===== config.mk =====
export PLATFORM = sky130hd
export DESIGN_NAME = burst_addr_gen
export DESIGN_NICKNAME = d
export VERILOG_FILES = /design/src/rtl/burst_pkg.sv /design/src/rtl/burst_ctrl.sv /design/src/rtl/burst_datapath.sv /design/src/rtl/burst_addr_gen.sv
export SDC_FILE = /design/constraint.sdc
export NUM_CORES = 1
export LEC_CHECK = 0
export ABC_AREA = 0
export BUFFER_PORTS_ARGS = -buffer_cell sky130_fd_sc_hd__buf_2
export CORE_UTILIZATION = 49
export CTS_BUF_LIST = sky130_fd_sc_hd__clkbuf_4 sky130_fd_sc_hd__clkbuf_8
export DETAILED_ROUTE_END_ITERATION = 10
export GPL_ROUTABILITY_DRIVEN = 0
export PLACE_DENSITY_LB_ADDON = 0.1
export SYNTH_ARGS = -nofsm -noshare
export SYNTH_HDL_FRONTEND = slang
export SYNTH_SLANG_ARGS = --single-unit

===== constraint.sdc =====
create_clock -name clk -period 2.3 [get_ports clk]
set_input_delay 0.23 -clock clk [delete_from_list [all_inputs] [get_ports clk]]
set_output_delay 0.23 -clock clk [all_outputs]
set_load 0.1 [all_outputs]

===== src/rtl/burst_pkg.sv =====
package burst_pkg;

  // Strobes passed from the control decode to the datapath
  typedef struct packed {
    logic load;  // capture a new start address, clear beat count
    logic step;  // advance beat count by one
  } burstCtl_t;

endpackage


===== src/rtl/burst_ctrl.sv =====
module burst_ctrl
  import burst_pkg::*;
(
  input  logic      loadCtrlN,
  input  logic      loadProcN,
  input  logic      chipEn,
  input  logic      advN,
  output burstCtl_t ctl
);

  logic procAccepted;
  logic anyLoad;

  // Processor strobe only counts while the chip is enabled
  assign procAccepted = ~loadProcN & chipEn;
  assign anyLoad      = ~loadCtrlN | procAccepted;

  always_comb begin
    ctl      = '0;
    ctl.load = anyLoad;
    // load takes precedence over advance
    ctl.step = ~anyLoad & ~advN;
  end

endmodule


===== src/rtl/burst_datapath.sv =====
module burst_datapath
  import burst_pkg::*;
#(
  parameter int ADDR_W = 16,
  parameter int BEAT_W = 2
) (
  input  logic              clk,
  input  logic              rstN,
  input  burstCtl_t         ctl,
  input  logic              orderIlv,
  input  logic [ADDR_W-1:0] addrIn,
  output logic [ADDR_W-1:0] addrOut,
  output logic              lastBeat
);

  localparam int UPPER_W = ADDR_W - BEAT_W;

  logic [UPPER_W-1:0] upperQ;
  logic [BEAT_W-1:0]  startQ;
  logic [BEAT_W-1:0]  beatQ;
  logic [BEAT_W-1:0]  ilvLow;
  logic [BEAT_W-1:0]  linLow;
  logic [BEAT_W-1:0]  lowSel;

  always_ff @(posedge clk or negedge rstN) begin
    if (!rstN) begin
      upperQ <= '0;
      startQ <= '0;
      beatQ  <= '0;
    end else if (ctl.load) begin
      upperQ <= addrIn[ADDR_W-1:BEAT_W];
      startQ <= addrIn[BEAT_W-1:0];
      beatQ  <= '0;
    end else if (ctl.step) begin
      beatQ  <= beatQ + 1'b1;  // natural wrap back to the starting beat
    end
  end

  // Interleaved order: per-bit exclusive-or of start and beat count
  for (genvar i = 0; i < BEAT_W; i++) begin : g_ilv
    assign ilvLow[i] = startQ[i] ^ beatQ[i];
  end

  // Linear order: modular sum, carry out discarded
  assign linLow = startQ + beatQ;

  assign lowSel   = orderIlv ? ilvLow : linLow;
  assign addrOut  = {upperQ, lowSel};
  assign lastBeat = &beatQ;

endmodule


===== src/rtl/burst_addr_gen.sv =====
module burst_addr_gen
  import burst_pkg::*;
#(
  parameter int ADDR_W = 16
) (
  input  logic              clk,
  input  logic              rstN,
  input  logic              loadCtrlN,
  input  logic              loadProcN,
  input  logic              chipEn,
  input  logic              advN,
  input  logic              orderIlv,
  input  logic [ADDR_W-1:0] addrIn,
  output logic [ADDR_W-1:0] addrOut,
  output logic              lastBeat
);

  localparam int BEAT_W = 2;

  burstCtl_t ctl;

  burst_ctrl u_ctrl (
    .loadCtrlN (loadCtrlN),
    .loadProcN (loadProcN),
    .chipEn    (chipEn),
    .advN      (advN),
    .ctl       (ctl)
  );

  burst_datapath #(
    .ADDR_W (ADDR_W),
    .BEAT_W (BEAT_W)
  ) u_dp (
    .clk      (clk),
    .rstN     (rstN),
    .ctl      (ctl),
    .orderIlv (orderIlv),
    .addrIn   (addrIn),
    .addrOut  (addrOut),
    .lastBeat (lastBeat)
  );

endmodule


**After elaboration in Yosys (flattened, before gate mapping)**

Cells that the tools add are included.

- Muxes and demuxes: 3
- Add/sub/neg operators: 2
- Bitwise operators: 9
- Reduce and logical (&&, ||, !) cells: 2

Operators by type and width:

| kind | number |
|---|---|
| $mux W2 | 3 |
| $not A1 Y1 | 4 |
| $add A2 B1 Y2 const B | 1 |
| $add A2 B2 Y2 | 1 |
| $and A1 B1 Y1 | 2 |
| $reduce_and A2 Y1 | 1 |
| $reduce_bool A2 Y1 | 1 |
| $xor A1 B1 Y1 | 2 |
| $or A1 B1 Y1 | 1 |

- Output and inout port bits: 17
- Bits of input ports: 23
- Word-level logic and storage cells: 19
- Register bits after elaboration: 18

**Depth between registers and ports, before layout**

- Depth after elaboration: 7
- Depth in mapped cells: 4
- Gate-level depth less buffers: 3

**By module**

A second synthesis with hierarchy kept.

- Cell total of the unflattened synthesis: 50
- Area, all modules: 797.0 sq um

By module, submodules not included:

| module | instances | seq. area each (sq um) | area each (sq um) | cells an instance |
|---|---|---|---|---|
| burst_datapath | 1 | 450.4 | 767.0 | 45 |
| burst_ctrl | 1 | 0.0 | 30.0 | 5 |

**Worst setup path after synthesis**

Ideal clock, no wire load.

- Kind: reg2out
- Start point: reg u_dp.beatQ[0]
- End point: out addrOut[1]
- Data required time: 2070 ps
- Slack: -192 ps
- Arrival time: 2262 ps
- Buffers on the path: 0
- Cell stages (with the launch flop): 4
- Path through: dfrtp_1 ha_1 nor2b_1 xnor2_1

- Cells in the longest elaborated chain, start to end: 2

RTL lines:

| element | RTL line | source |
|---|---|---|
| start, declared | burst_datapath.sv:20 | `logic [BEAT_W-1:0] beatQ;` |
| start signal, assigned | burst_datapath.sv:35 | `beatQ <= beatQ + 1'b1;` |
| $add A2 B2 Y2 | burst_datapath.sv:45 | `assign linLow = startQ + beatQ;` |
| $mux W2 | burst_datapath.sv:47 | `assign lowSel = orderIlv ? ilvLow : linLow;` |
| end, declared | burst_addr_gen.sv:14 | `output logic [ADDR_W-1:0] addrOut,` |

No other way between the ends.

**Worst setup path in the final report**

Same ends and word-level chain as after synthesis.

==> summary.json <==
{
  "status": "finished clean",
  "area.sequential_um2": 450,
  "drt-wirelength-per-cell_um": 13.2,
  "clkSinkCount": 18,
  "grt_max_degree": 19,
  "netlist_area_um2": 776,
  "synth_sequential_area_ratio_pct": 58.1,
  "timing.final.crit_share_pct": 81.2,
  "final_max_slew_viol_count": 0,
  "netlist_top_cells_area": "dfrtp_1 58%, mux2_4 15%, mux2_2 12%",
  "routed-via-count": 513,
  "critical_path_arrival_ps": 1640,
  "final_layout_size_suffix_gt1_share_pct": 68.5,
  "clock_tree.htree_level_count": 1,
  "synth-warning-count": 0,
  "static-leakage-power_nw": 0.546,
  "synth_fp_nets": 71,
  "floorplan.initialDensity_pct": 56.1,
  "crit_path_cell_trace": "ha_1 > nor2b_1 > xnor2_2 > buf_2",
  "timing.critical_path.to_type": "primary output",
  "multi_input_comb_area_um2": 309,
  "timing_hold_violations_final": 0,
  "port_buffers": 39,
  "layout.cells.most_common_list": "39 x buf_2, 18 x dfrtp_1, 8 x mux2_4, 8 x mux2_2, 3 x clkbuf_4",
  "number_of_antenna_violations_at_the_first_check_in_global_routing": 0,
  "timing.slew.headroom_pct": 55.9,
  "dominant_combinational_cell_family_by_area_after_synthesis": "multiplexers",
  "fin_skew_ps": 2.39,
  "cts.reportedPaths.clkPinSlew_ps": 100,
  "core.rowCount": 13,
  "synth.mux.area_fraction_pct": 28.4,
  "grt_usage_pct": 18.9,
  "setup_violations": 0,
  "grt_pass1_vias": 543,
  "synth_cells": 46,
  "ant_nets": 0,
  "final_nets": 115,
  "synth_xor_xnor_area_share_pct": 3.39,
  "die-height_um": 41.8,
  "setup_repair_after_global_routing_missed_its_margin": "no",
  "wire_length_of_the_first_global_routing_pass_mm": 2.39,
  "worst_hold_path_type": "input pin to flip-flop",
  "worst_path_max_delay_cell": "buf_2",
  "timing.critical_path.fanout_max": 3,
  "cts_tree": "built",
  "chipWidth_um": 41.8,
  "avgViaCountPerCell": 4.93,
  "drt_pre_antenna_iters": 4,
  "critPathLaunchType": "flip-flop",
  "yosys.area.top_type_share_pct": 58.1,
  "grt.overflow.total": 0,
  "power.ir.vdd_worst_v": 0.000481,
  "crit_required_ps": 2070,
  "clock_period_minus_worst_slack_ps": 1870,
  "tightest_slew_ps": 659,
  "power_per_cell_area_nw_per_um2": 901,
  "antennaDiodeCount": 0,
  "clock_path_buffers": 2,
  "drt_wl_total_mm": 1.37,
  "hold_ws_ps": 155,
  "design.core.area_um2": 1380,
  "worst_skew_pair.late_latency_ps": 290,
  "synth_simple_gate_area_share_pct": 1.77,
  "synth_largest_area_cell": "dfrtp_1",
  "post_synth.cell_area_avg_um2": 16.9,
  "classification_of_the_worst_setup_path": "flip-flop to primary output",
  "netlist-cell-type-count": 12,
  "detail_route.drc_violations": 0,
  "syn2layout_area_growth_pct": 31.9,
  "root_buffer": "clkbuf_4",
  "cap_viol_max_count": 0,
  "synth_adder_area_share_pct": 3.23,
  "io_pins": 40,
  "synth-seq-cells": 18,
  "detailedPlacementHpwl_mm": 1.02,
  "setup_total_negative_slack_ps": 0,
  "synth-compound-area-share_pct": 2.10,
  "numCtsBuffers": 3,
  "worst_path_largest_cell_delay_ps": 440,
  "fillerInstances": 110,
  "drt_first_iter_violations": 1,
  "die_area_um2": 1750,
  "top_achievable_clock_speed_mhz": 536,
  "mostFrequentLayoutCell": "buf_2"
}
==> what timing repair did <==
item | 4_1_cts | 5_1_grt
buffers inserted | 0 | 0
hold buffers | 1 | 0
gates resized for setup | 0 | 0
endpoints found under the hold margin | 18 | 0
==> metrics by stage <==
step	setup WS, ps	std cells	cell area, µm²	utilization (%)	power, mW
final	433	104	1020	74.0	0.923
after global routing	355	104	1020	74.0	0.956
after CTS	407	104	1020	74.0	0.935
after detailed placement	750	99	977	70.7	0.735
after global placement	813	99	977	70.7	0.731
after floorplan	443	46	783	-	0.674
==> sequential cells by signal, indices dropped and copies added, names as in the netlist <==
| signal | flops |
|---|---|
| u_dp.upperQ | 14 |
| u_dp.beatQ | 2 |
| u_dp.startQ | 2 |
==> routing by layer <==
metal | track usage, % | up-vias | share of wire (%) | routed length [µm]
li1 | - | 242 | - | -
met1 | 21.3 | 242 | 41 | 565
met2 | 32.5 | 26 | 50 | 691
met3 | 7.83 | 3 | 7.9 | 109
met4 | 5.81 | 0 | 0.58 | 8
met5 | 0 | - | 0 | 0
==> final timing paths <==
check                                from  slack (ps)  cells past startpoint             end
max                         u_dp.beatQ[0]         430                      4      addrOut[1]
min                             addrIn[6]         160                      2  u_dp.upperQ[4]
max reg2reg                 u_dp.beatQ[0]        1250                      3   u_dp.beatQ[1]
min reg2reg                u_dp.upperQ[0]         510                      1  u_dp.upperQ[0]
max in group asynchronous            rstN        1640                      2  u_dp.upperQ[2]
min in group asynchronous            rstN         390                      2  u_dp.upperQ[5]
==> cell type report <==
cell class	count	area share, %
Sequential cell	18	44.0
Clock buffer	4	3.55
Multi-Input combinational cell	26	30.2
Timing Repair Buffer	40	20.0
Tap cell	15	1.83
Inverter	1	0.367
==> critical path: cells and delay by family, from the launching register on <==
kind,cells,cell delay [ps]
buf+inv,1,440
fa+ha+maj,1,150
xor+xnor,1,130
flops,1,410
simple gates,1,210
==> cell usage after synthesis, drive strengths merged <==
cell / n
xor2: 1
buf: 1
dfrtp: 18
mux2i: 1
nor2b: 1
xnor2: 2
ha: 2
mux2: 16
nor2: 2
o21ai: 1
inv: 1
==> power by group <==
group          internal (mW)  switching (mW)
clock                 0.0965          0.0983
combinational         0.0804           0.284
sequential             0.347          0.0163
total                  0.524           0.399
==> cells by family (layout without fill, tap and decap cells) <==
group	after synthesis	after routing
and+or+nand+nor	3	3
adders and majority gates	2	2
buffers and inverters	2	45
muxes	17	17
AOI/OAI and AO/OA	1	1
xor gates and xnor gates	3	3
DFF	18	18
Power figures use the tool's default switching activity.
